File: src/rtl/bt_pkg.sv
package bt_pkg;
  localparam int ADDR_W     = 64;
  localparam int PAGE_SHIFT = 12;
  localparam int PAGE_W     = ADDR_W - PAGE_SHIFT;
  localparam int LO_W       = 32;
  localparam int HI_W       = PAGE_W - LO_W;
  localparam int ENTRY_W    = 64;

  typedef struct packed {
    logic [9:0]      owner;
    logic [1:0]      region;
    logic [HI_W-1:0] hi;
    logic [LO_W-1:0] lo;
  } bt_entry_t;

  typedef enum logic [1:0] {
    ST_OK      = 2'd0,
    ST_RANGE   = 2'd1,
    ST_TIMEOUT = 2'd2,
    ST_FAULT   = 2'd3
  } bt_status_e;

  typedef enum logic [3:0] {
    S_IDLE, S_WRITE, S_COMMIT, S_WAIT, S_POLL_RD, S_POLL_CHK,
    S_VER_RD, S_VER_CHK, S_CLEAR, S_DONE
  } bt_state_e;
endpackage

File: src/rtl/bt_entry_codec.sv
module bt_entry_codec
  import bt_pkg::*;
(
  input  logic [PAGE_W-1:0]  page_i,
  input  logic [ENTRY_W-1:0] rdata_i,
  output logic [ENTRY_W-1:0] wdata_o,
  output logic               match_o
);
  bt_entry_t wr_e, rd_e;
  logic      unused_rd_tag;

  always_comb begin
    wr_e        = '0;
    wr_e.lo     = page_i[LO_W-1:0];
    wr_e.hi     = page_i[PAGE_W-1:LO_W];
    wdata_o     = wr_e;
    rd_e        = bt_entry_t'(rdata_i);
    // only the two address fields take part in the comparison
    match_o     = (rd_e.lo == wr_e.lo) && (rd_e.hi == wr_e.hi);
  end

  assign unused_rd_tag = ^{rd_e.owner, rd_e.region};
endmodule

File: src/rtl/bt_interval_timer.sv
module bt_interval_timer #(
  parameter int WAIT_CYC = 1000,
  localparam int CW = (WAIT_CYC > 1) ? $clog2(WAIT_CYC) : 1
) (
  input  logic clk_i,
  input  logic rst_ni,
  input  logic en_i,
  output logic expired_o
);
  logic [CW-1:0] cnt_q;

  assign expired_o = en_i && (cnt_q == CW'(WAIT_CYC - 1));

  always_ff @(posedge clk_i or negedge rst_ni) begin
    if (!rst_ni)             cnt_q <= '0;
    else if (!en_i)          cnt_q <= '0;
    else if (!expired_o)     cnt_q <= cnt_q + 1'b1;
  end
endmodule

File: src/rtl/bt_loader.sv
module bt_loader
  import bt_pkg::*;
#(
  parameter int TBL_SIZE = 1024,
  parameter int CLK_HZ   = 250_000_000,
  parameter int POLL_MAX = 100,
  localparam int IDX_W    = $clog2(TBL_SIZE),
  localparam int CNT_W    = IDX_W + 1
) (
  input  logic               clk_i,
  input  logic               rst_ni,
  input  logic               start_i,
  input  logic [IDX_W-1:0]   start_idx_i,
  input  logic [CNT_W-1:0]   count_i,
  input  logic [63:0]        base_addr_i,
  output logic               busy_o,
  output logic               done_o,
  output logic [1:0]         status_o,
  output logic               tbl_we_o,
  output logic               tbl_re_o,
  output logic [IDX_W-1:0]   tbl_idx_o,
  output logic [63:0]        tbl_wdata_o,
  input  logic [63:0]        tbl_rdata_i,
  output logic               cmd_valid_o,
  output logic               cmd_upd_o,
  output logic               cmd_clr_o,
  output logic [IDX_W-1:0]   cmd_clr_start_o,
  output logic [IDX_W-1:0]   cmd_clr_end_o
);
  localparam int WAIT_CYC = (CLK_HZ / 1000 > 0) ? CLK_HZ / 1000 : 1;
  localparam int PW       = $clog2(POLL_MAX + 1);
  localparam int SUM_W    = IDX_W + 2;
  localparam logic [SUM_W-1:0] TBL_LIM = SUM_W'(TBL_SIZE);

  bt_state_e          state_q;
  logic [IDX_W-1:0]   idx_q, first_q, last_q;
  logic [PAGE_W-1:0]  page_q;
  logic [PW-1:0]      poll_q;
  bt_status_e         status_q;

  logic [SUM_W-1:0]   req_end;
  logic               req_bad;
  logic               match;
  logic               tmr_expired;
  logic               unused_base_lsb;

  assign req_end = SUM_W'(start_idx_i) + SUM_W'(count_i);
  assign req_bad = (count_i == '0) || (req_end >= TBL_LIM);
  assign unused_base_lsb = ^base_addr_i[PAGE_SHIFT-1:0];

  bt_entry_codec u_codec (
    .page_i  (page_q),
    .rdata_i (tbl_rdata_i),
    .wdata_o (tbl_wdata_o),
    .match_o (match)
  );

  bt_interval_timer #(.WAIT_CYC(WAIT_CYC)) u_tmr (
    .clk_i     (clk_i),
    .rst_ni    (rst_ni),
    .en_i      (state_q == S_WAIT),
    .expired_o (tmr_expired)
  );

  always_ff @(posedge clk_i or negedge rst_ni) begin
    if (!rst_ni) begin
      state_q  <= S_IDLE;
      idx_q    <= '0;
      first_q  <= '0;
      last_q   <= '0;
      page_q   <= '0;
      poll_q   <= '0;
      status_q <= ST_OK;
    end else begin
      unique case (state_q)
        S_IDLE: if (start_i) begin
          if (req_bad) begin
            status_q <= ST_RANGE;
            state_q  <= S_DONE;
          end else begin
            idx_q   <= start_idx_i;
            first_q <= start_idx_i;
            last_q  <= IDX_W'(req_end - 1'b1);
            page_q  <= base_addr_i[63:PAGE_SHIFT];
            state_q <= S_WRITE;
          end
        end
        S_WRITE: begin
          if (idx_q == last_q) state_q <= S_COMMIT;
          else begin
            idx_q  <= idx_q + 1'b1;
            page_q <= page_q + 1'b1;
          end
        end
        S_COMMIT: begin
          poll_q  <= '0;
          state_q <= S_WAIT;
        end
        S_WAIT:    if (tmr_expired) state_q <= S_POLL_RD;
        S_POLL_RD: state_q <= S_POLL_CHK;
        S_POLL_CHK: begin
          if (match) begin
            if (idx_q == first_q) begin
              status_q <= ST_OK;
              state_q  <= S_DONE;
            end else begin
              idx_q   <= idx_q - 1'b1;
              page_q  <= page_q - 1'b1;
              state_q <= S_VER_RD;
            end
          end else if (poll_q == PW'(POLL_MAX - 1)) begin
            status_q <= ST_TIMEOUT;
            state_q  <= S_CLEAR;
          end else begin
            poll_q  <= poll_q + 1'b1;
            state_q <= S_WAIT;
          end
        end
        S_VER_RD: state_q <= S_VER_CHK;
        S_VER_CHK: begin
          if (!match) begin
            status_q <= ST_FAULT;
            state_q  <= S_CLEAR;
          end else if (idx_q == first_q) begin
            status_q <= ST_OK;
            state_q  <= S_DONE;
          end else begin
            idx_q   <= idx_q - 1'b1;
            page_q  <= page_q - 1'b1;
            state_q <= S_VER_RD;
          end
        end
        S_CLEAR: state_q <= S_DONE;
        S_DONE:  state_q <= S_IDLE;
        default: state_q <= S_IDLE;
      endcase
    end
  end

  assign busy_o          = (state_q != S_IDLE);
  assign done_o          = (state_q == S_DONE);
  assign status_o        = status_q;
  assign tbl_we_o        = (state_q == S_WRITE);
  assign tbl_re_o        = (state_q == S_POLL_RD) || (state_q == S_VER_RD);
  assign tbl_idx_o       = idx_q;
  assign cmd_valid_o     = (state_q == S_COMMIT) || (state_q == S_CLEAR);
  assign cmd_upd_o       = (state_q == S_COMMIT);
  assign cmd_clr_o       = (state_q == S_CLEAR);
  assign cmd_clr_start_o = first_q;
  assign cmd_clr_end_o   = last_q;
endmodule

File: config.mk
export PLATFORM = sky130hd
export DESIGN_NAME = bt_loader
export DESIGN_NICKNAME = d
export VERILOG_FILES = /design/src/rtl/bt_pkg.sv /design/src/rtl/bt_entry_codec.sv /design/src/rtl/bt_interval_timer.sv /design/src/rtl/bt_loader.sv
export SDC_FILE = /design/constraint.sdc
export NUM_CORES = 1
export LEC_CHECK = 0
export BUFFER_PORTS_ARGS = -buffer_cell sky130_fd_sc_hd__buf_4
export CAP_MARGIN = 20
export CORE_UTILIZATION = 45
export CTS_CLUSTER_DIAMETER = 60
export CTS_CLUSTER_SIZE = 16
export DETAILED_ROUTE_END_ITERATION = 8
export PLACE_DENSITY_LB_ADDON = 0.15
export SKIP_LAST_GASP = 1
export SYNTH_ARGS = -nofsm -noshare
export SYNTH_HDL_FRONTEND = slang
export SYNTH_SLANG_ARGS = --single-unit
export TNS_END_PERCENT = 5
File: constraint.sdc
create_clock -name clk_i -period 5.2 [get_ports clk_i]
set_input_delay 0.78 -clock clk_i [delete_from_list [all_inputs] [get_ports clk_i]]
set_output_delay 0.78 -clock clk_i [all_outputs]
set_load 0.05 [all_outputs]
==> qor.yml <==
route:
  vias: 9425
  wl_met1_um: 14700
  drc: 0
  wl_met2_um: 13500
  viasPerCell: 5.62
  firstDrtPassIters: 5
  wl_met3_um: 1820
  wl_per_cell_um: 18.4
  top_layer: "met4"
  drt_iter0_drc: 609
  ant_nets: 0
  drt-total-wl_um: 30900
finish:
  regArea_mm2: 0.00283
  n_fill_cell: 1960
  drive_above_1_share: 0.216
  final_nets: 1618
  antenna_cells: 0
  multiInputGateArea_mm2: 0.00669
  syn_to_final_growth_pct: 24.8
grt:
  grt_pass1_wl_um: 49100
  grt_max_degree: 47
  grt.overflow.total: 0
  grt_use_total: 0.284
  grt_pass1_vias: 9209
  antenna_found_initial: 0
logic_synthesis:
  synth.top_cell.area_share: 0.287
  ys_seq_area_frac: 0.287
  synth_area_per_cell_um2: 8.28
  yosys_warnings: 0
  ys_types: 75
  synth_ff_type: "dfrtp_1"
  yosysTopAreaCell: "dfrtp_1"
  ys_ff_latch: 113
  async_flop_share: 1.00
  syn_area_mm2: 0.00986
  synth.area.top_cells: "dfrtp_1 29%, ha_1 9.1%, xnor2_1 7.2%, xor2_1 6.7%, a21oi_1 5.7%"
  syn_inst: 1191
  synth_edf_count: 0
timing:
  finalCriticalPeriod_ns: 4.36
  tns_ns: 0
  slew_violations: 0
  rsz0062_at_grt: "false"
  finClkSkew_ns: 0.00955
  fin_crit_sh: 0.839
  setup_viol: 0
  relSlewSlack: 0.297
  hold_viol_final: 0
  tightest_slew_ns: 1.04
  fmax_ghz: 0.229
worst_setup_path:
  end_kind: "flop"
  path_max_fanout: 33
  criticalPathCategory: "flop to flop"
  reg2reg_depth: 13
  crit_arrival_ns: 4.66
  slowest_delay_ns: 0.58
  worstPathCellList: "nand3b_1 > inv_2 > ha_1 > a21o_1 > or4_1 > o21ai_1 > nand4bb_1 > a21o_1 > o21ai_0 > o21bai_1 > or3b_1 > a32oi_1 > o21ai_0"
  crit_slowest_cell: "dfrtp_1"
  worst_setup_path_start_kind: "flop"
  timing.critical_path.required_ns: 5.49
clock_tree:
  cts_root_buf: "clkbuf_16"
  clkLatencyLatePin_ns: 0.42
  numCtsBuffers: 17
  clk_path_buf_depth: 2
  cts_tree: "yes"
  clk_pin_slew_ns: 0.06
  cts-htree-levels: 4
  postCtsResizedCells: 0
  cts.sinks: 113
  postCtsHoldBufs: 0
  postCtsSetupRepairBufs: 0
floorplan:
  core_area_mm2: 0.0213
  die_w_um: 150
  rows: 53
  ios: 255
  die_y_um: 150
  initial_core_util: 0.463
  die_area_mm2: 0.0225
power:
  p_per_area_mw_per_mm2: 710
  p_leak_uw: 0.00578
  total_power_uw: 8750
  ir_drop_mv: 0.363
flow_run:
  drv_cap: 0
placed_design:
  portBuffers: 218
  place.gp.congestion: 0.920
  place_hpwl_um: 23700
outcome:
  status: "finished clean"
worst_hold_path:
  hp-class: "input pin to async pin"
==> cell families after synthesis <==
group | Yosys count | share of synthesized area
mux | 32 | 0.0345
flops | 113 | 0.287
compound gates | 332 | 0.209
buf+inv | 90 | 0.0415
simple gates | 392 | 0.192
xor+xnor | 156 | 0.139
fa+ha+maj | 75 | 0.0974
other cells | 1 | 0.000380
==> critical path: cells and delay by family (launching register included) <==
family,cells,cell delay [ns]
buffers and inverters,1,0.55
AO/OA/AOI/OAI,7,1.43
adder cells (fa/ha/maj),1,0.45
AND/OR/NAND/NOR,4,1.22
flip-flops,1,0.58
==> final cells by class <==
class                   instances  area share
clock inverters                12      0.0110
clock buffers                  19      0.0368
multi-input cells             999       0.543
well taps                     275      0.0279
flip-flops and latches        113       0.230
repair buffers                233       0.143
inverters                      27     0.00823
==> layout by cell type, fill, tap and decap left out, types with 9 or more instances in the layout <==
cell type and instances:
nand2_1 117, nor3_1 20, xnor2_1 81, nand2b_1 12, a21o_1 35, mux2i_1 16, and2_1 9, ha_1 72
a31oi_1 9, buf_4 232, o21ai_0 92, nor2_1 103, clkbuf_16 17, xor2_1 75, a21oi_1 113, inv_1 26
nand4_1 27, nand3_1 33, and3_1 17, dfrtp_1 113, o21bai_1 16, conb_1 12, mux2_2 16, nor4_1 15
==> power by group <==
group | total (µW) | switching [µW] | internal [µW]
Sequential | 1820 | 571 | 1240
Combinational | 5740 | 3720 | 2030
Clock | 1190 | 458 | 729
==> sequential cells by signal, summed over array words and instances (netlist names) <==
register	count
state_q	4
status_o	2
u_tmr.cnt_q	18
poll_q	7
page_q	52
cmd_clr_end_o	10
tbl_idx_o	10
cmd_clr_start_o	10
==> cell usage after synthesis (6+ instances only) <==
master and n:
mux2i_1 16, nand2_1 117, nor3_1 20, o211ai_1 7, or3_1 7, buf_2 14, buf_4 14, nor2b_1 6
o21ai_0 92, xnor2_1 81, clkbuf_1 31, a21o_1 35, a31oi_1 9, mux2_2 16, dfrtp_1 113, o21bai_1 16
nand4_1 27, ha_1 72, a211oi_1 9, nor2_1 104, nand2b_1 12, and3_1 17, nor4_1 15, nand3_1 33
and2_1 9, xor2_1 75, a21oi_1 113, inv_1 27
==> per-layer routing <==
layer	GRT usage	vias to the layer above
met5	0	-
met4	0.0919	0
met3	0.0457	44
met2	0.433	320
met1	0.406	4417
li1	-	4644
==> through the flow <==
step	instances	area (µm²)	setup slack (ns)	utilization	hold WS, ns
global route	1678	12300	0.606	0.579	0.308
CTS	1678	12300	0.923	0.579	0.290
global placement	1647	11700	0.870	0.551	0.523
finish	1678	12300	0.838	0.579	0.286
floorplan	1202	9910	0.735	-	0.484
detailed placement	1647	11700	0.916	0.551	0.535
==> worst paths after layout <==
kind,startpoint,to,slack [ns]
hold / removal,rst_ni,page_q[33],0.29
max in group asynchronous,rst_ni,tbl_idx_o[4],3.93
setup reg to reg,state_q[0],page_q[38],0.84
min in group clk_i,poll_q[6],poll_q[6],0.55
hold reg to reg,poll_q[6],poll_q[6],0.55
setup / recovery,state_q[0],page_q[38],0.84
(Power assumes the default switching activity.)
